--- src/rtl/conv_sched_pkg.sv ---
package conv_sched_pkg;

  typedef enum logic [2:0] {
    RATE_64S   = 3'd0,
    RATE_32S   = 3'd1,
    RATE_16S   = 3'd2,
    RATE_4S    = 3'd3,
    RATE_1S    = 3'd4,
    RATE_250MS = 3'd5,
    RATE_125MS = 3'd6,
    RATE_125MS_ALT = 3'd7
  } rate_e;

  typedef enum logic [1:0] {
    RES_8B  = 2'd0,
    RES_9B  = 2'd1,
    RES_10B = 2'd2,
    RES_12B = 2'd3
  } res_e;

  localparam rate_e RATE_DEFAULT = RATE_1S;
  localparam res_e  RES_DEFAULT  = RES_12B;

  // period = base slot << shift
  function automatic logic [3:0] rate_shift(rate_e r);
    case (r)
      RATE_64S:   return 4'd9;
      RATE_32S:   return 4'd8;
      RATE_16S:   return 4'd7;
      RATE_4S:    return 4'd5;
      RATE_1S:    return 4'd3;
      RATE_250MS: return 4'd1;
      default:    return 4'd0;
    endcase
  endfunction

  // conversion length = base unit << shift (doubling per bit, 12 bits = 16x)
  function automatic logic [2:0] res_shift(res_e r);
    case (r)
      RES_8B:  return 3'd0;
      RES_9B:  return 3'd1;
      RES_10B: return 3'd2;
      default: return 3'd4;
    endcase
  endfunction

  // number of fractional LSBs dropped at the given resolution
  function automatic logic [2:0] res_drop(res_e r);
    case (r)
      RES_8B:  return 3'd4;
      RES_9B:  return 3'd3;
      RES_10B: return 3'd2;
      default: return 3'd0;
    endcase
  endfunction

endpackage

--- src/rtl/cs_ctrl.sv ---
module cs_ctrl
  import conv_sched_pkg::*;
(
  input  logic  clk,
  input  logic  rst_n,
  input  logic  cfg_wr_i,
  input  logic  shdn_i,
  input  rate_e rate_i,
  input  res_e  res_i,
  input  logic  os_req_i,
  input  logic  busy_i,
  input  logic  fin_i,
  output logic  shdn_o,
  output rate_e rate_o,
  output res_e  res_o,
  output logic  os_start_o,
  output logic  enter_o,
  output logic  shdn_pulse_o,
  output logic  os_done_o
);

  logic  shdn_q, shdn_d;
  rate_e rate_q, rate_d;
  res_e  res_q, res_d;
  logic  pulse_q, pulse_d;
  logic  os_act_q, os_act_d;
  logic  os_done_q, os_done_d;
  logic  enter, leave, rewrite, os_start;

  always_comb begin
    enter    = cfg_wr_i &&  shdn_i && !shdn_q;
    leave    = cfg_wr_i && !shdn_i &&  shdn_q;
    rewrite  = cfg_wr_i && !shdn_i && !shdn_q;
    os_start = os_req_i && shdn_q && !busy_i;

    shdn_d = shdn_q;
    rate_d = rate_q;
    res_d  = res_q;
    if (cfg_wr_i) begin
      shdn_d = shdn_i;
      res_d  = res_i;
      rate_d = rewrite ? RATE_DEFAULT : rate_i;
    end

    pulse_d = enter;

    os_act_d = os_act_q;
    if (os_start)
      os_act_d = 1'b1;
    else if (fin_i || enter)
      os_act_d = 1'b0;

    os_done_d = os_done_q;
    if (os_start || leave)
      os_done_d = 1'b0;
    else if (fin_i && os_act_q)
      os_done_d = 1'b1;
  end

  always_ff @(posedge clk or negedge rst_n) begin
    if (!rst_n) begin
      shdn_q    <= 1'b0;
      rate_q    <= RATE_DEFAULT;
      res_q     <= RES_DEFAULT;
      pulse_q   <= 1'b0;
      os_act_q  <= 1'b0;
      os_done_q <= 1'b0;
    end else begin
      shdn_q    <= shdn_d;
      rate_q    <= rate_d;
      res_q     <= res_d;
      pulse_q   <= pulse_d;
      os_act_q  <= os_act_d;
      os_done_q <= os_done_d;
    end
  end

  assign shdn_o       = shdn_q;
  assign rate_o       = rate_q;
  assign res_o        = res_q;
  assign os_start_o   = os_start;
  assign enter_o      = enter;
  assign shdn_pulse_o = pulse_q;
  assign os_done_o    = os_done_q;

  p_rewrite_default_r7: assert property (@(posedge clk) disable iff (!rst_n)
    (cfg_wr_i && !shdn_i && !shdn_q) |=> (rate_q == RATE_DEFAULT));

  p_pulse_single_r9: assert property (@(posedge clk) disable iff (!rst_n)
    pulse_q |=> !pulse_q);

  p_pulse_in_shdn_r9: assert property (@(posedge clk) disable iff (!rst_n)
    pulse_q |-> shdn_q);

  p_done_needs_finish_r10: assert property (@(posedge clk) disable iff (!rst_n)
    $rose(os_done_q) |-> $past(fin_i));

endmodule

--- src/rtl/cs_period.sv ---
module cs_period
  import conv_sched_pkg::*;
#(
  parameter int unsigned TICKS_PER_125MS = 500
) (
  input  logic  clk,
  input  logic  rst_n,
  input  logic  tick_i,
  input  logic  run_i,
  input  logic  clr_i,
  input  rate_e rate_i,
  output logic  expire_o
);

  localparam int unsigned MAX_TICKS = TICKS_PER_125MS * 512;
  localparam int PW = $clog2(MAX_TICKS + 1);

  logic [PW-1:0] cnt_q, cnt_d;
  logic [PW-1:0] plen;
  logic          last;

  always_comb begin
    plen     = PW'(TICKS_PER_125MS) << rate_shift(rate_i);
    last     = (cnt_q == plen - PW'(1));
    expire_o = run_i && !clr_i && tick_i && last;

    cnt_d = cnt_q;
    if (clr_i || !run_i)
      cnt_d = '0;
    else if (tick_i)
      cnt_d = last ? '0 : cnt_q + PW'(1);
  end

  always_ff @(posedge clk or negedge rst_n) begin
    if (!rst_n)
      cnt_q <= '0;
    else
      cnt_q <= cnt_d;
  end

  p_cnt_in_range_r2: assert property (@(posedge clk) disable iff (!rst_n)
    run_i |-> (cnt_q < plen));

endmodule

--- src/rtl/cs_conv.sv ---
module cs_conv
  import conv_sched_pkg::*;
#(
  parameter int unsigned CONV_BASE_TICKS = 35,
  parameter int unsigned DW = 16
) (
  input  logic          clk,
  input  logic          rst_n,
  input  logic          tick_i,
  input  logic          start_i,
  input  logic          abort_i,
  input  res_e          res_i,
  input  logic [DW-1:0] raw_i,
  output logic          busy_o,
  output logic          fin_o,
  output logic          valid_o,
  output logic [DW-1:0] result_o
);

  localparam int LW = $clog2(CONV_BASE_TICKS * 16 + 1);

  logic          busy_q, busy_d;
  logic [LW-1:0] cnt_q, cnt_d;
  res_e          rlat_q, rlat_d;
  logic          valid_q, valid_d;
  logic [DW-1:0] res_q, res_d;
  logic [LW-1:0] len;
  logic [DW-1:0] drop_mask;
  logic          fin;

  always_comb begin
    len       = LW'(CONV_BASE_TICKS) << res_shift(rlat_q);
    drop_mask = (DW'(1) << res_drop(rlat_q)) - DW'(1);
    fin       = busy_q && tick_i && !abort_i && (cnt_q == len - LW'(1));

    busy_d  = busy_q;
    cnt_d   = cnt_q;
    rlat_d  = rlat_q;
    res_d   = res_q;
    valid_d = 1'b0;

    if (abort_i) begin
      busy_d = 1'b0;
    end else if (start_i && !busy_q) begin
      busy_d = 1'b1;
      cnt_d  = '0;
      rlat_d = res_i;
    end else if (fin) begin
      busy_d  = 1'b0;
      valid_d = 1'b1;
      res_d   = raw_i & ~drop_mask;
    end else if (busy_q && tick_i) begin
      cnt_d = cnt_q + LW'(1);
    end
  end

  always_ff @(posedge clk or negedge rst_n) begin
    if (!rst_n) begin
      busy_q  <= 1'b0;
      cnt_q   <= '0;
      rlat_q  <= RES_DEFAULT;
      valid_q <= 1'b0;
      res_q   <= '0;
    end else begin
      busy_q  <= busy_d;
      cnt_q   <= cnt_d;
      rlat_q  <= rlat_d;
      valid_q <= valid_d;
      res_q   <= res_d;
    end
  end

  assign busy_o   = busy_q;
  assign fin_o    = fin;
  assign valid_o  = valid_q;
  assign result_o = res_q;

  p_cnt_below_len_r3: assert property (@(posedge clk) disable iff (!rst_n)
    busy_q |-> (cnt_q < len));

  p_valid_one_cycle_r5: assert property (@(posedge clk) disable iff (!rst_n)
    valid_q |=> !valid_q);

  p_valid_ends_busy_r5: assert property (@(posedge clk) disable iff (!rst_n)
    valid_q |-> (!busy_q && $past(busy_q)));

  p_result_hold_r5: assert property (@(posedge clk) disable iff (!rst_n)
    !valid_q |-> $stable(res_q));

  p_low_bits_zero_r4: assert property (@(posedge clk) disable iff (!rst_n)
    valid_q |-> (((res_q >> res_drop(rlat_q)) << res_drop(rlat_q)) == res_q));

  p_abort_quiet_r9: assert property (@(posedge clk) disable iff (!rst_n)
    abort_i |=> (!busy_q && !valid_q));

endmodule

--- src/rtl/conv_sched.sv ---
module conv_sched
  import conv_sched_pkg::*;
#(
  parameter int unsigned TICKS_PER_125MS = 500,
  parameter int unsigned CONV_BASE_TICKS = 35,
  parameter int unsigned DW = 16
) (
  input  logic          clk,
  input  logic          rst_n,
  input  logic          tick_i,
  input  logic          cfg_wr_i,
  input  logic          shdn_i,
  input  logic [2:0]    rate_i,
  input  logic [1:0]    res_i,
  input  logic          os_req_i,
  input  logic [DW-1:0] raw_i,
  output logic          busy_o,
  output logic [DW-1:0] result_o,
  output logic          valid_o,
  output logic          os_done_o,
  output logic          shdn_pulse_o
);

  logic  shdn, os_start, enter, expire, fin, busy;
  rate_e rate_cur;
  res_e  res_cur;

  cs_ctrl u_ctrl (
    .clk          (clk),
    .rst_n        (rst_n),
    .cfg_wr_i     (cfg_wr_i),
    .shdn_i       (shdn_i),
    .rate_i       (rate_e'(rate_i)),
    .res_i        (res_e'(res_i)),
    .os_req_i     (os_req_i),
    .busy_i       (busy),
    .fin_i        (fin),
    .shdn_o       (shdn),
    .rate_o       (rate_cur),
    .res_o        (res_cur),
    .os_start_o   (os_start),
    .enter_o      (enter),
    .shdn_pulse_o (shdn_pulse_o),
    .os_done_o    (os_done_o)
  );

  cs_period #(.TICKS_PER_125MS(TICKS_PER_125MS)) u_period (
    .clk      (clk),
    .rst_n    (rst_n),
    .tick_i   (tick_i),
    .run_i    (!shdn),
    .clr_i    (cfg_wr_i),
    .rate_i   (rate_cur),
    .expire_o (expire)
  );

  cs_conv #(.CONV_BASE_TICKS(CONV_BASE_TICKS), .DW(DW)) u_conv (
    .clk      (clk),
    .rst_n    (rst_n),
    .tick_i   (tick_i),
    .start_i  (expire || os_start),
    .abort_i  (enter),
    .res_i    (res_cur),
    .raw_i    (raw_i),
    .busy_o   (busy),
    .fin_o    (fin),
    .valid_o  (valid_o),
    .result_o (result_o)
  );

  assign busy_o = busy;

  p_pulse_idle_r9: assert property (@(posedge clk) disable iff (!rst_n)
    shdn_pulse_o |-> (!busy_o && !valid_o));

  p_done_with_valid_r10: assert property (@(posedge clk) disable iff (!rst_n)
    $rose(os_done_o) |-> valid_o);

endmodule

--- config.mk ---
export PLATFORM = sky130hd
export DESIGN_NAME = conv_sched
export DESIGN_NICKNAME = d
export VERILOG_FILES = /design/src/rtl/conv_sched_pkg.sv /design/src/rtl/cs_ctrl.sv /design/src/rtl/cs_period.sv /design/src/rtl/cs_conv.sv /design/src/rtl/conv_sched.sv
export SDC_FILE = /design/constraint.sdc
export NUM_CORES = 1
export LEC_CHECK = 0
export BUFFER_PORTS_ARGS = -buffer_cell sky130_fd_sc_hd__clkbuf_2
export CAP_MARGIN = 15
export CORE_ASPECT_RATIO = 1.5
export CORE_UTILIZATION = 40
export DETAILED_ROUTE_END_ITERATION = 12
export GPL_TIMING_DRIVEN = 0
export HOLD_SLACK_MARGIN = 0.06
export MAX_ROUTING_LAYER = met4
export PLACE_DENSITY = 0.67
export SLEW_MARGIN = 20
export SYNTH_ARGS = -nofsm -noshare
export SYNTH_HDL_FRONTEND = slang
export SYNTH_HIERARCHICAL = 1
export SYNTH_SLANG_ARGS = --single-unit
--- constraint.sdc ---
create_clock -name clk -period 3.8 [get_ports clk]
set_input_delay 0.76 -clock clk [delete_from_list [all_inputs] [get_ports clk]]
set_output_delay 0.76 -clock clk [all_outputs]
set_load 0.02 [all_outputs]
* Word-level counts from Yosys, hierarchy flattened *
Cells that the tools add are included.

word-level totals
  logic and storage cells = 88
  input port bits = 27
  output and inout bits = 20
  register bits after elaboration = 57

operators by class
  multiplexer cells = 20
  add/sub/neg operators = 5
  reductions and logical operators = 34
  bitwise gates (word level) = 4
  shift operators = 3
  eq/ne operators = 10

operator list
  operator                                              count
  2-to-1 mux 18 bit                                     3
  2-to-1 mux 10 bit                                     3
  one-hot mux 4 bit (6 select lines)                    1
  adder 18 x 1 -> 18 bit (second input constant)        1
  equality test 18 bit                                  1
  one-hot mux 3 bit (3 select lines)                    2
  left shift 9 x 4 -> 18 bit (first input constant)     1
  subtractor 18 x 1 -> 18 bit (second input constant)   1
  AND 16 bit                                            1
  NOT 16 bit                                            1
  left shift 1 x 3 -> 16 bit (first input constant)     1
  subtractor 16 x 2 -> 16 bit (second input constant)   1
  logical AND 1 bit                                     15
  adder 10 x 1 -> 10 bit (second input constant)        1
  equality test 10 bit                                  1
  2-to-1 mux 1 bit                                      10
  left shift 6 x 3 -> 10 bit (first input constant)     1
  subtractor 10 x 1 -> 10 bit (second input constant)   1
  nonzero test 2 bit                                    4
  equality test 3 x 2 -> 1 bit (second input constant)  2
  equality test 3 bit (second input constant)           2
  AND reduction 3 bit                                   2
  zero test 1 bit                                       5
  logical OR 1 bit                                      4
  10 further kinds                                      11

* Depth between registers and ports, before layout *
Gate-level depths: netlist (run 1).

  word-level depth = 10
  gate-level depth with buffers = 16

* Modules after synthesis *
Netlist (run 1), hierarchy kept.

by module, submodules not included
  module      times used  area each (um^2)  cells an instance
  cs_conv     1           1,779.2           171
  cs_period   1           1,376.3           174
  cs_ctrl     1           377.9             29
  conv_sched  1           10.0              2

* Least setup slack after synthesis (run 1) *
No wires, ideal clock.

  path type = register to register
  start = register u_ctrl.rate_q[2] (netlist: u_ctrl/rate_o[2])
  end = register u_conv.cnt_q[8]
  data required time = 3,674 ps
  cell stages (with the launch flop) = 15
  setup slack = 402 ps
  arrival = 3,272 ps
  setup time = 126 ps
  cells stage by stage = dfstp_2 clkbuf_1 inv_1 or2_2 ha_1 nor3_1 o22ai_1 a211oi_1 nand4_2 nor3_1 or2_1 nand2b_1 a21oi_1 o31ai_4 a221o_1

on the way
  word-level cells in the longest chain between the ends = 10
  elaborated cells between the ends (all ways) = 17
  classes of those cells = add/sub: 1; eq/ne: 7; shift: 1; mux: 2; reduce/logical: 6

ends and longest elaborated chain
  item                                                                           line                  source
  start: declaration                                                             cs_ctrl.sv:23         rate_e rate_q, rate_d;
  start signal: assignment                                                       cs_ctrl.sv:70         rate_q <= rate_d;
  equality test 3 bit, or another cell as far along                              conv_sched_pkg.sv:26  case (r)
  one-hot mux 4 bit (6 select lines) *                                           conv_sched_pkg.sv:26
  left shift 9 x 4 -> 18 bit *                                                   cs_period.sv:23       plen = PW'(TICKS_PER_125MS) << rate_shift(rate_i);
  subtractor 18 x 1 -> 18 bit *                                                  cs_period.sv:24       last = (cnt_q == plen - PW'(1));
  equality test 18 bit *                                                         cs_period.sv:24
  logical AND 1 bit *                                                            cs_period.sv:25       expire_o = run_i && !clr_i && tick_i && last;
  via expire                                                                     conv_sched.sv:24      logic shdn, os_start, enter, expire, fin, busy;
  logical OR 1 bit *                                                             conv_sched.sv:61      .start_i (expire || os_start),
  logical AND 1 bit *                                                            cs_conv.sv:44         end else if (start_i && !busy_q) begin
  != test 2 x 1 -> 1 bit (no line) / nonzero test 2 bit (equally long branches)  n/a
  AND reduction 3 bit (no line)                                                  n/a
  end signal: assignment                                                         cs_conv.sv:66         cnt_q <= cnt_d;
  end: declaration                                                               cs_conv.sv:23         logic [LW-1:0] cnt_q, cnt_d;

Mark *: on every way through the listed nets, which the timed path passes. The rest lies on a longest branch.
A chain may end at the register's enable or synchronous reset.

* Worst setup path after layout (run 1) *
  start = register u_ctrl.rate_q[2] (netlist: u_ctrl/rate_o[2])
  end = register u_conv.cnt_q[2]

Same word-level chain as after synthesis.

==> impl_metrics.toml, run 1 <==
[yosys]
yosys-top-cells-count = "dfrtp_1 (52), nand2_1 (44), nor2_1 (24)"
syn_area_sq_um = 3540
ys_seq_area_share_pct = 40.4
yosysTopAreaCell = "dfrtp_1"
synthCells = 376
synth_edf_count = 0
yosysWarnings = 6
ys_seq_elements = 57
synth_top_area_share_pct = 36.7
yosysUniqueCellTypes = 67
syn_area_per_cell_sq_um = 9.42
ys_async_sr_fraction_pct = 100
synth_area_leaders = "dfrtp_1 (37%), nand2_1 (4.7%), ha_1 (4.2%)"
ys.flop_type = "dfrtp_1"
yosysMostFrequentCell = "dfrtp_1"
syn_nets = 415

[routing]
dr.pass1.iters = 4
drt_iter0_drc = 137
antenna_left = 0
drc = 0
viasPerCell = 5.59
num_vias = 3055
wl_microns = 8610
wl_per_cell_microns = 15.7

[timing]
final.period_utilization_pct = 92.3
grt_setup_unrepaired = "no"
slew-limit-headroom_pct = 57.1
clock_skew_ns = 0.00571
worstMarginPinSlew_ns = 0.642
report.final.slew_viol_count = 0
hold_viol = 0
finalSetupViolCount = 0
min_period_ns = 3.51
clock.fmax_mhz = 285

[worst_setup_path]
cp-end-kind = "flip-flop"
r2r-start = "u_ctrl/rate_o[2]$_DFFE_PN1P_"
reg2reg_slack_ns = 0.29
reg2reg_depth = 14
critical_path.slowest_cell = "dfstp_2"
path_max_fanout = 5
crit_chain = "inv_1 -> or2_2 -> ha_1 -> nor3_1 -> o22ai_1 -> a211oi_1 -> nand4_2 -> nor3_2 -> or2_1 -> nor2b_1 -> nor3b_1 -> a21o_1 -> a31oi_1 -> o21ai_0"
startpoint_type = "flip-flop"
critPathKind = "flip-flop to flip-flop"
required_ns = 3.98
regToRegEndpoint = "u_conv/cnt_q[2]$_DFFE_PN0P_"
crit_arrival_ns = 3.69
slowest_delay_ns = 0.56

[global_route]
grt_max_degree = 31
grt_pass1_vias = 2975
grtUsageTotal_pct = 20.5
grt_antenna_before_repair = 0
overflow = 0
grt_pass1_wl_microns = 14000

[flow_run]
maxCapViolations = 0

[power_and_ir_drop]
internal_power_w = 0.00162
p_clk_share_pct = 36.3
p_per_area_nw_per_um2 = 568
comb_power_share_pct = 31.2
p_leak_nw = 2.01
peakVddDrop_v = 0.000249
sequentialPowerShare_pct = 32.5
switching_power_w = 0.000811
sw_frac_of_total_pct = 33.3

[clock_network]
insertion_delay_ns = 0.33
root_buffer = "clkbuf_16"
cts_tree = "yes"
cts_max_path_buffers = 2
htreeDepth = 3
cts_num_sinks = 57
clk_pin_slew_worst_paths_ns = 0.05
numCtsBuffers = 9
hold_buffers = 0

[layout]
design_area_sq_um = 4290
syn_to_final_growth_pct = 21.0
nNetsFinal = 474
drive_gt1_share_pct = 25.9
fin_cells = 547
num-fill-cells = 791
n_antenna_cell = 0

[hold_path]
hp-class = "input port to async pin"

[floorplan]
initial_utilization_pct = 41.6
core_sq_um = 8520
dieArea_sq_um = 9250
die_h_microns = 117
fp.dieW_microns = 78.9
std_cell_rows = 41
ios = 47

[place]
gp_congestion = 0.933
io_buffer_count = 46
postPlaceCellArea_sq_um = 3930
dp.cells = 530
dp.final_hpwl_microns = 6330

[outcome]
outcome = "finished clean"
-- worst max path at each step --
| stage | startpoint | to | depth (start not counted) | slack [ns] |
|---|---|---|---|---|
| after CTS | u_ctrl/rate_o[2]$_DFFE_PN1P_ | u_conv/cnt_q[8]$_DFFE_PN0P_ | 13 | 0.13 |
| after global placement | u_ctrl/rate_o[2]$_DFFE_PN1P_ | u_conv/cnt_q[8]$_DFFE_PN0P_ | 14 | -0.21 |
| after floorplan | u_ctrl/rate_o[2]$_DFFE_PN1P_ | u_conv/cnt_q[8]$_DFFE_PN0P_ | 14 | 0.40 |
| final | u_ctrl/rate_o[2]$_DFFE_PN1P_ | u_conv/cnt_q[2]$_DFFE_PN0P_ | 14 | 0.29 |
| after detailed placement | u_ctrl/rate_o[2]$_DFFE_PN1P_ | u_conv/cnt_q[8]$_DFFE_PN0P_ | 14 | -0.25 |
| after global routing | u_ctrl/rate_o[0]$_DFFE_PN0P_ | u_conv/cnt_q[4]$_DFFE_PN0P_ | 14 | 0.05 |
-- power groups by stage --
stage	clock (W)	sequential [W]	combinational (W)
3_3_place_gp	0	0.000794	0.000725
2_1_floorplan	0	0.000817	0.000518
4_1_cts	0.000904	0.000793	0.000752
3_5_place_dp	0	0.000800	0.000749
6_report	0.000884	0.000792	0.000758
5_1_grt	0.000929	0.000804	0.000844
-- timing repair --
item / CTS / global route
gates resized for setup: 1 / 4
pin swaps: 0 / 0
setup buffers: 0 / 2
endpoints found under the setup margin: 8 / 7
-- cells in the final DEF (no fill, tap or decap), types with 12 or more instances in the layout --
master	synthesis	routed
clkbuf_2	1	47
dfrtp_1	52	52
ha_1	12	12
inv_1	17	17
mux2_2	12	12
nand2_1	44	44
nand3_1	16	16
nor2_1	24	24
nor3_1	14	13
o21ai_0	17	17
-- state kept, by name, indices dropped and copies added, names as in the netlist --
| signal | count |
|---|---|
| u_ctrl/res_o | 2 |
| u_ctrl/os_act_q | 1 |
| u_conv/result_o | 16 |
| u_ctrl/os_done_o | 1 |
| u_ctrl/shdn_o | 1 |
| u_ctrl/rate_o | 3 |
| u_conv/rlat_q | 2 |
| u_conv/busy_o | 1 |
| u_period/cnt_q | 18 |
| u_conv/valid_o | 1 |
| u_conv/cnt_q | 10 |
| u_ctrl/shdn_pulse_o | 1 |
-- metal layers --
metal,share of wire (%),up-vias,GRT usage [%]
met1,39,1480,20.7
met2,54,81,36.5
li1,-,1467,-
met3,3.8,27,4.19
met4,3.5,0,11.9
met5,0,-,-
-- stage by stage --
| stage | util [%] | total power [W] | hold slack [ns] | TNS [ns] | worst slack (ns) |
|---|---|---|---|---|---|
| floorplan | - | 0.00133 | 0.459 | 0 | 0.402 |
| global placement | 45.9 | 0.00152 | 0.485 | -0.592 | -0.209 |
| detailed placement | 46.2 | 0.00155 | 0.492 | -0.847 | -0.246 |
| CTS | 50.0 | 0.00245 | 0.385 | 0 | 0.130 |
| global route | 50.4 | 0.00258 | 0.404 | 0 | 0.0460 |
| finish | 50.4 | 0.00243 | 0.380 | 0 | 0.293 |
-- cell families after synthesis --
family                     Yosys count  share of synthesized area [%]
AOI/OAI and AO/OA                   79                           16.3
xor gates and xnor gates            12                           2.97
adders and majority gates           12                           4.24
buffers and inverters               36                           5.16
DFF                                 57                           40.4
muxes                               22                           7.20
and+or+nand+nor                    158                           23.7
-- final cells by class --
| class | count | area, sq um | share of cell area, % |
|---|---|---|---|
| plain buffers | 18 | 116 | 2.71 |
| inverters | 17 | 63.8 | 1.49 |
| well taps | 107 | 134 | 3.12 |
| clock inverters | 5 | 77.6 | 1.81 |
| multi-input cells | 283 | 1940 | 45.3 |
| flip-flops and latches | 57 | 1430 | 33.4 |
| repair buffers | 49 | 268 | 6.24 |
| clock buffers | 11 | 253 | 5.89 |
-- critical path: cells and delay by family, from the launching register on --
kind	cells	cell delay, ns
AND/OR/NAND/NOR	7	1.68
AO/OA/AOI/OAI	5	0.84
flip-flops	1	0.56
adder cells (fa/ha/maj)	1	0.24
buffers and inverters	1	0.06
No activity file was read; power rests on OpenSTA's default activity.
==> run 2, diff against run 1 <==
--- a/config.mk
+++ b/config.mk
@@ -5,15 +5,16 @@
 export SDC_FILE = /design/constraint.sdc
 export NUM_CORES = 1
 export LEC_CHECK = 0
+export ABC_AREA = 1
 export BUFFER_PORTS_ARGS = -buffer_cell sky130_fd_sc_hd__clkbuf_2
 export CAP_MARGIN = 15
 export CORE_ASPECT_RATIO = 1.5
 export CORE_UTILIZATION = 40
 export DETAILED_ROUTE_END_ITERATION = 12
 export GPL_TIMING_DRIVEN = 0
-export HOLD_SLACK_MARGIN = 0.06
+export HOLD_SLACK_MARGIN = 0.02
 export MAX_ROUTING_LAYER = met4
-export PLACE_DENSITY = 0.67
+export PLACE_DENSITY = 0.66
 export SLEW_MARGIN = 20
 export SYNTH_ARGS = -nofsm -noshare
 export SYNTH_HDL_FRONTEND = slang
==> run 2 against run 1 <==
Synthesized cell count grew 54%. Highest routed layer unchanged. Largest cell class unchanged. Register-to-register slack better by 0.14 ns. Flip-flop and latch count did not move. Worst hold slack worse by 0.051 ns. Critical path depth rose by 4. Wire length up 20%.
==> impl_metrics.toml, run 2 <==
[outcome]
outcome = "finished clean"

[yosys]
ys_seq_elements = 57
yosysTopAreaCell = "dfrtp_1"
syn_area_sq_um = 3920
ys.flop_type = "dfrtp_1"
yosysWarnings = 6
yosysUniqueCellTypes = 36
synth_top_area_share_pct = 33.2
ys_async_sr_fraction_pct = 100
yosys-top-cells-count = "nand2_1 (189), nand3_1 (70), inv_1 (68)"
synth_area_leaders = "dfrtp_1 (33%), nand2_1 (18%), nand3_1 (8.9%)"
ys_seq_area_share_pct = 36.6
syn_area_per_cell_sq_um = 6.76
synth_edf_count = 0
yosysMostFrequentCell = "nand2_1"
synthCells = 579
syn_nets = 618

[layout]
largest_register_ffs = 18
mostFrequentLayoutCell = "nand2_1"
drive_gt1_share_pct = 16.0
n_antenna_cell = 0
syn_to_final_growth_pct = 17.3
nNetsFinal = 676
regMostFlops = "u_period/cnt_q"
final_cell_mix = "nand2_1 (189), nand3_1 (70), inv_1 (68)"

[timing]
finalSetupViolCount = 0
clock_skew_ns = 0.00329
slew-limit-headroom_pct = 58.7
report.final.slew_viol_count = 0
tns_ns = 0
worstMarginPinSlew_ns = 0.617
min_period_ns = 3.36
clock.fmax_mhz = 297
hold_viol = 0
final.period_utilization_pct = 88.5
grt_setup_unrepaired = "no"
holdWs_ns = 0.329

[routing]
viasPerCell = 5.13
num_vias = 3868
dr.pass1.iters = 5
drt_iter0_drc = 262
wl_per_cell_microns = 13.7
drc = 0
antenna_left = 0
wl_microns = 10400

[worst_setup_path]
reg2reg_slack_ns = 0.44
startpoint_type = "flip-flop"
r2r-start = "u_ctrl/rate_o[2]$_DFFE_PN1P_"
crit_arrival_ns = 3.62
regToRegEndpoint = "u_conv/cnt_q[3]$_DFFE_PN0P_"
critPathKind = "flip-flop to flip-flop"
cp-end-kind = "flip-flop"
required_ns = 4.06
reg2reg_depth = 18
path_max_fanout = 10

[clock_network]
cts_num_sinks = 57
cts_setup_buffers = 0
cts_max_path_buffers = 2
hold_buffers = 0
htreeDepth = 3
root_buffer = "clkbuf_16"
cts_tree = "yes"
numCtsBuffers = 9
clk_pin_slew_worst_paths_ns = 0.05
insertion_delay_ns = 0.32
postCtsResizedCells = 0

[floorplan]
initial_utilization_pct = 41.8
core_sq_um = 9360
fp.dieW_microns = 82.8
std_cell_rows = 43
dieArea_sq_um = 10200
ios = 47
die_h_microns = 123

[place]
dp.final_hpwl_microns = 7960
gp_congestion = 1.01
io_buffer_count = 46

[global_route]
grtUsageTotal_pct = 23.4
grt_max_degree = 42
overflow = 0
grt_pass1_vias = 3776
grt_antenna_before_repair = 0
grt_pass1_wl_microns = 17400

[power_and_ir_drop]
p_leak_nw = 2.44
p_per_area_nw_per_um2 = 567
peakVddDrop_v = 0.000338

[flow_run]
maxCapViolations = 0

[hold_path]
hp-class = "input port to async pin"
[run 2: cell types whose count changed in the layout (fill, tap and decap cells not counted), sizes merged, moves of 9 or more]
cell,before,now
nor2b,9,0
inv,17,77
o21ai,19,31
nand2,44,196
nand3,16,72
mux2,16,0
nor2,24,69
[run 2: power breakdown]
part	internal, W	total [W]	switching [W]
Sequential	0.000740	0.000882	0.000142
Combinational	0.000331	0.000956	0.000625
Clock	0.000491	0.000765	0.000275
Total	0.00156	0.00260	0.00104
[run 2: metal layers]
layer  part of all wire, %  vias up  global-route usage (%)
met5                     0        -                       -
met4                   2.9        0                    10.1
met3                   3.2       26                    4.28
met2                    54       90                    41.0
met1                    39     1815                    25.2
li1                      -     1937                       -
[run 2: worst max path at each step]
stage | slack [ns] | endpoint | cells past startpoint | startpoint
3_3_place_gp | 0.47 | u_conv/cnt_q[1]$_DFFE_PN0P_ | 18 | u_ctrl/rate_o[2]$_DFFE_PN1P_
6_report | 0.44 | u_conv/cnt_q[3]$_DFFE_PN0P_ | 18 | u_ctrl/rate_o[2]$_DFFE_PN1P_
4_1_cts | 0.42 | u_conv/cnt_q[3]$_DFFE_PN0P_ | 18 | u_ctrl/rate_o[2]$_DFFE_PN1P_
5_1_grt | 0.11 | u_conv/cnt_q[0]$_DFFE_PN0P_ | 18 | u_ctrl/rate_o[2]$_DFFE_PN1P_
3_5_place_dp | 0.44 | u_conv/cnt_q[3]$_DFFE_PN0P_ | 18 | u_ctrl/rate_o[2]$_DFFE_PN1P_
2_1_floorplan | 1.03 | u_conv/cnt_q[0]$_DFFE_PN0P_ | 18 | u_ctrl/rate_o[2]$_DFFE_PN1P_
[run 2: final cells by class]
cell class / count / area, sq um
sequential: 57 / 1430
fill: 977 / 4770
clock buffer: 13 / 270
tap: 112 / 140
timing repair buffer: 47 / 253
inverter: 79 / 299
clock inverter: 3 / 15.0
multi-input combinational: 431 / 2090
buffer: 12 / 93.8
[run 2: worst max-delay path: stages, from the launching register on]
cell	delay, ns
dfstp_2	0.52
buf_4	0.18
nand2_1	0.13
ha_1	0.31
a21boi_0	0.26
and2_1	0.18
nand4_1	0.12
nor2_1	0.11
nand3_1	0.10
nor2_1	0.12
inv_1	0.05
nand2_1	0.06
inv_1	0.03
nor2_1	0.11
nand2_1	0.15
nand2_1	0.22
clkbuf_1	0.40
nand3_1	0.13
nand2_1	0.10
[run 2: cells by family after synthesis]
family	share of synthesized area, %
AOI/OAI and AO/OA	6.49
adders and majority gates	3.83
xor gates and xnor gates	2.91
DFF	36.6
and+or+nand+nor	40.1
buffers and inverters	10.0
[run 2: per-stage QoR]
stage	util (%)	total power, W	setup slack (ns)	instance area, sq um	std cells
finish	49.1	0.00260	0.437	4590	754
global route	49.1	0.00280	0.113	4590	754
CTS	49.1	0.00262	0.418	4590	754
detailed placement	46.0	0.00184	0.439	4310	738
global placement	45.8	0.00181	0.471	4290	737
floorplan	-	0.00156	1.03	3920	579
==> run 3, diff against run 2 <==
--- a/config.mk
+++ b/config.mk
@@ -9,12 +9,13 @@
 export BUFFER_PORTS_ARGS = -buffer_cell sky130_fd_sc_hd__clkbuf_2
 export CAP_MARGIN = 15
 export CORE_ASPECT_RATIO = 1.5
-export CORE_UTILIZATION = 40
+export CORE_UTILIZATION = 55
 export DETAILED_ROUTE_END_ITERATION = 12
+export GPL_ROUTABILITY_DRIVEN = 0
 export GPL_TIMING_DRIVEN = 0
 export HOLD_SLACK_MARGIN = 0.02
 export MAX_ROUTING_LAYER = met4
-export PLACE_DENSITY = 0.66
+export PLACE_DENSITY = 0.84
 export SLEW_MARGIN = 20
 export SYNTH_ARGS = -nofsm -noshare
 export SYNTH_HDL_FRONTEND = slang
==> run 3 against run 2 <==
Global-route usage rose by 5.5 points. Via count rose by 1.6%. Clock power fell by 16%. Clock-buffer cell count rose by 1. Non-clock buffer count did not move. Wire length fell by 6.9%. Final cell count fell by 4.5%. Sequential power fell by 0.5%. Largest cell class unchanged. Highest routed layer unchanged. First-iteration DRC count rose by 18%. Die area fell by 27%. Critical path type unchanged.
==> impl_metrics.toml, run 3 (same netlist as run 2, synthesis figures left out) <==
[outcome]
outcome = "finished clean"

[flow_run]
maxCapViolations = 0

[layout]
nNetsFinal = 676
final_core_utilization_pct = 65.5
seq_area_sq_um = 1430
syn_to_final_growth_pct = 14.6
multiInputGateArea_sq_um = 2090
mostFrequentLayoutCell = "nand2_1"
drive_gt1_share_pct = 15.7
n_antenna_cell = 0
regMostFlops = "u_period/cnt_q"
largest_register_ffs = 18
final_cell_mix = "nand2_1 (189), nand3_1 (70), inv_1 (68)"
num-fill-cells = 606

[global_route]
busiest_layer = "met2"
grtUsageMet3_pct = 5.83
grt_antenna_before_repair = 0
overflow = 0
grt_pass1_vias = 3862
grt_pass1_wl_microns = 16500
grtUsageTotal_pct = 28.9
grtUsageMet1_pct = 30.2
grtUsageMet2_pct = 49.6
grt_max_degree = 43

[worst_setup_path]
reg2reg_slack_ns = 0.44
cp.buffers_inverters = 5
required_ns = 4.07
critical_path.slowest_cell = "dfstp_2"
critical-path-top-delay-family = "simple AND/OR/NAND/NOR gates"
path_max_fanout = 10
regToRegEndpoint = "u_conv/cnt_q[8]$_DFFE_PN0P_"
critPathKind = "flip-flop to flip-flop"
r2r-start = "u_ctrl/rate_o[2]$_DFFE_PN1P_"
reg2reg_depth = 19
cpMostUsedCell = "nand2_1"
slowest_delay_ns = 0.53
startpoint_type = "flip-flop"
crit_arrival_ns = 3.63
cp-end-kind = "flip-flop"
crit_chain = "buf_4 -> nand2_1 -> ha_1 -> inv_1 -> nand2_1 -> a21oi_1 -> o21ai_0 -> a211oi_1 -> nand3_1 -> nor2_1 -> inv_1 -> nand2_1 -> inv_1 -> nor2_1 -> nand2_1 -> nand2_1 -> clkbuf_1 -> nand3_1 -> nand2_1"

[timing]
grt_setup_unrepaired = "no"
tns_ns = 0
hold_viol = 0
slew-limit-headroom_pct = 63.0
clock_skew_ns = 0.00720
report.final.slew_viol_count = 0
min_period_ns = 3.36
finalSetupViolCount = 0
final.period_utilization_pct = 88.5
clock.fmax_mhz = 297
worstMarginPinSlew_ns = 0.553

[clock_network]
numCtsBuffers = 9
cts_max_path_buffers = 2
root_buffer = "clkbuf_8"
hold_buffers = 0
postCtsResizedCells = 0
cts_tree = "yes"
htreeDepth = 3
cts_setup_buffers = 0
clk_pin_slew_worst_paths_ns = 0.06
insertion_delay_ns = 0.34
cts_num_sinks = 57

[floorplan]
std_cell_rows = 37
dieArea_sq_um = 7470
core_sq_um = 6850
fp.dieW_microns = 70.9
die_h_microns = 105
ios = 47
initial_utilization_pct = 57.1

[routing]
wl_per_cell_microns = 13.4
drc = 0
viasPerCell = 5.46
num_vias = 3928
dr.pass1.iters = 6
antenna_left = 0
drt_iter0_drc = 310
wl_microns = 9640

[power_and_ir_drop]
p_per_area_nw_per_um2 = 551
peakVddDrop_v = 0.000461
p_leak_nw = 2.41

[place]
dp.final_hpwl_microns = 7220
io_buffer_count = 46

[hold_path]
hp-class = "input port to async pin"
-- run 3: changes by cell type in the layout (fill, tap and decap cells not counted) --
cell       change
clkbuf_8       +8
clkinv_2       -3
clkbuf_1       +2
bufinv_16      +2
clkbuf_16      -9
-- run 3: worst max-delay path by stage --
stage / depth (start not counted) / to / startpoint / slack [ns]
after floorplan: 18 / u_conv/cnt_q[0]$_DFFE_PN0P_ / u_ctrl/rate_o[2]$_DFFE_PN1P_ / 1.03
after global placement: 18 / u_conv/cnt_q[3]$_DFFE_PN0P_ / u_ctrl/rate_o[2]$_DFFE_PN1P_ / 0.57
after detailed placement: 18 / u_conv/cnt_q[8]$_DFFE_PN0P_ / u_ctrl/rate_o[2]$_DFFE_PN1P_ / 0.49
after CTS: 18 / u_conv/cnt_q[8]$_DFFE_PN0P_ / u_ctrl/rate_o[2]$_DFFE_PN1P_ / 0.46
after global routing: 19 / u_conv/cnt_q[4]$_DFFE_PN0P_ / u_ctrl/rate_o[2]$_DFFE_PN1P_ / 0.05
final: 19 / u_conv/cnt_q[8]$_DFFE_PN0P_ / u_ctrl/rate_o[2]$_DFFE_PN1P_ / 0.44
-- run 3: per-layer routing --
| layer | routed length (microns) | vias up |
|---|---|---|
| li1 | - | 1938 |
| met1 | 3670 | 1791 |
| met2 | 5090 | 160 |
| met3 | 482 | 39 |
| met4 | 395 | 0 |
| met5 | 0 | - |
-- run 3: area by class of cell --
cell class / count / share of cell area (%)
Inverter: 79 / 6.66
Clock inverter: 2 / 1.34
Sequential cell: 57 / 31.9
Timing Repair Buffer: 47 / 5.63
Clock buffer: 14 / 3.62
Buffer: 12 / 2.09
Multi-Input combinational cell: 431 / 46.6
Tap cell: 78 / 2.17
-- run 3: per-stage QoR --
step                      std cells  hold slack [ns]  setup WS [ns]  total power, W  area [sq um]
after floorplan                 579            0.442           1.03         0.00156          3920
after global placement          703            0.455          0.573         0.00179          4240
after detailed placement        704            0.458          0.490         0.00182          4270
after CTS                       720            0.294          0.460         0.00249          4490
after global routing            720            0.296         0.0515         0.00267          4490
final                           720            0.308          0.438         0.00247          4490
-- run 3: power by group --
part           internal, W  switching [W]  leakage, nW
combinational     0.000330       0.000624         1.54
clock             0.000406       0.000233        0.111
sequential        0.000739       0.000140        0.761
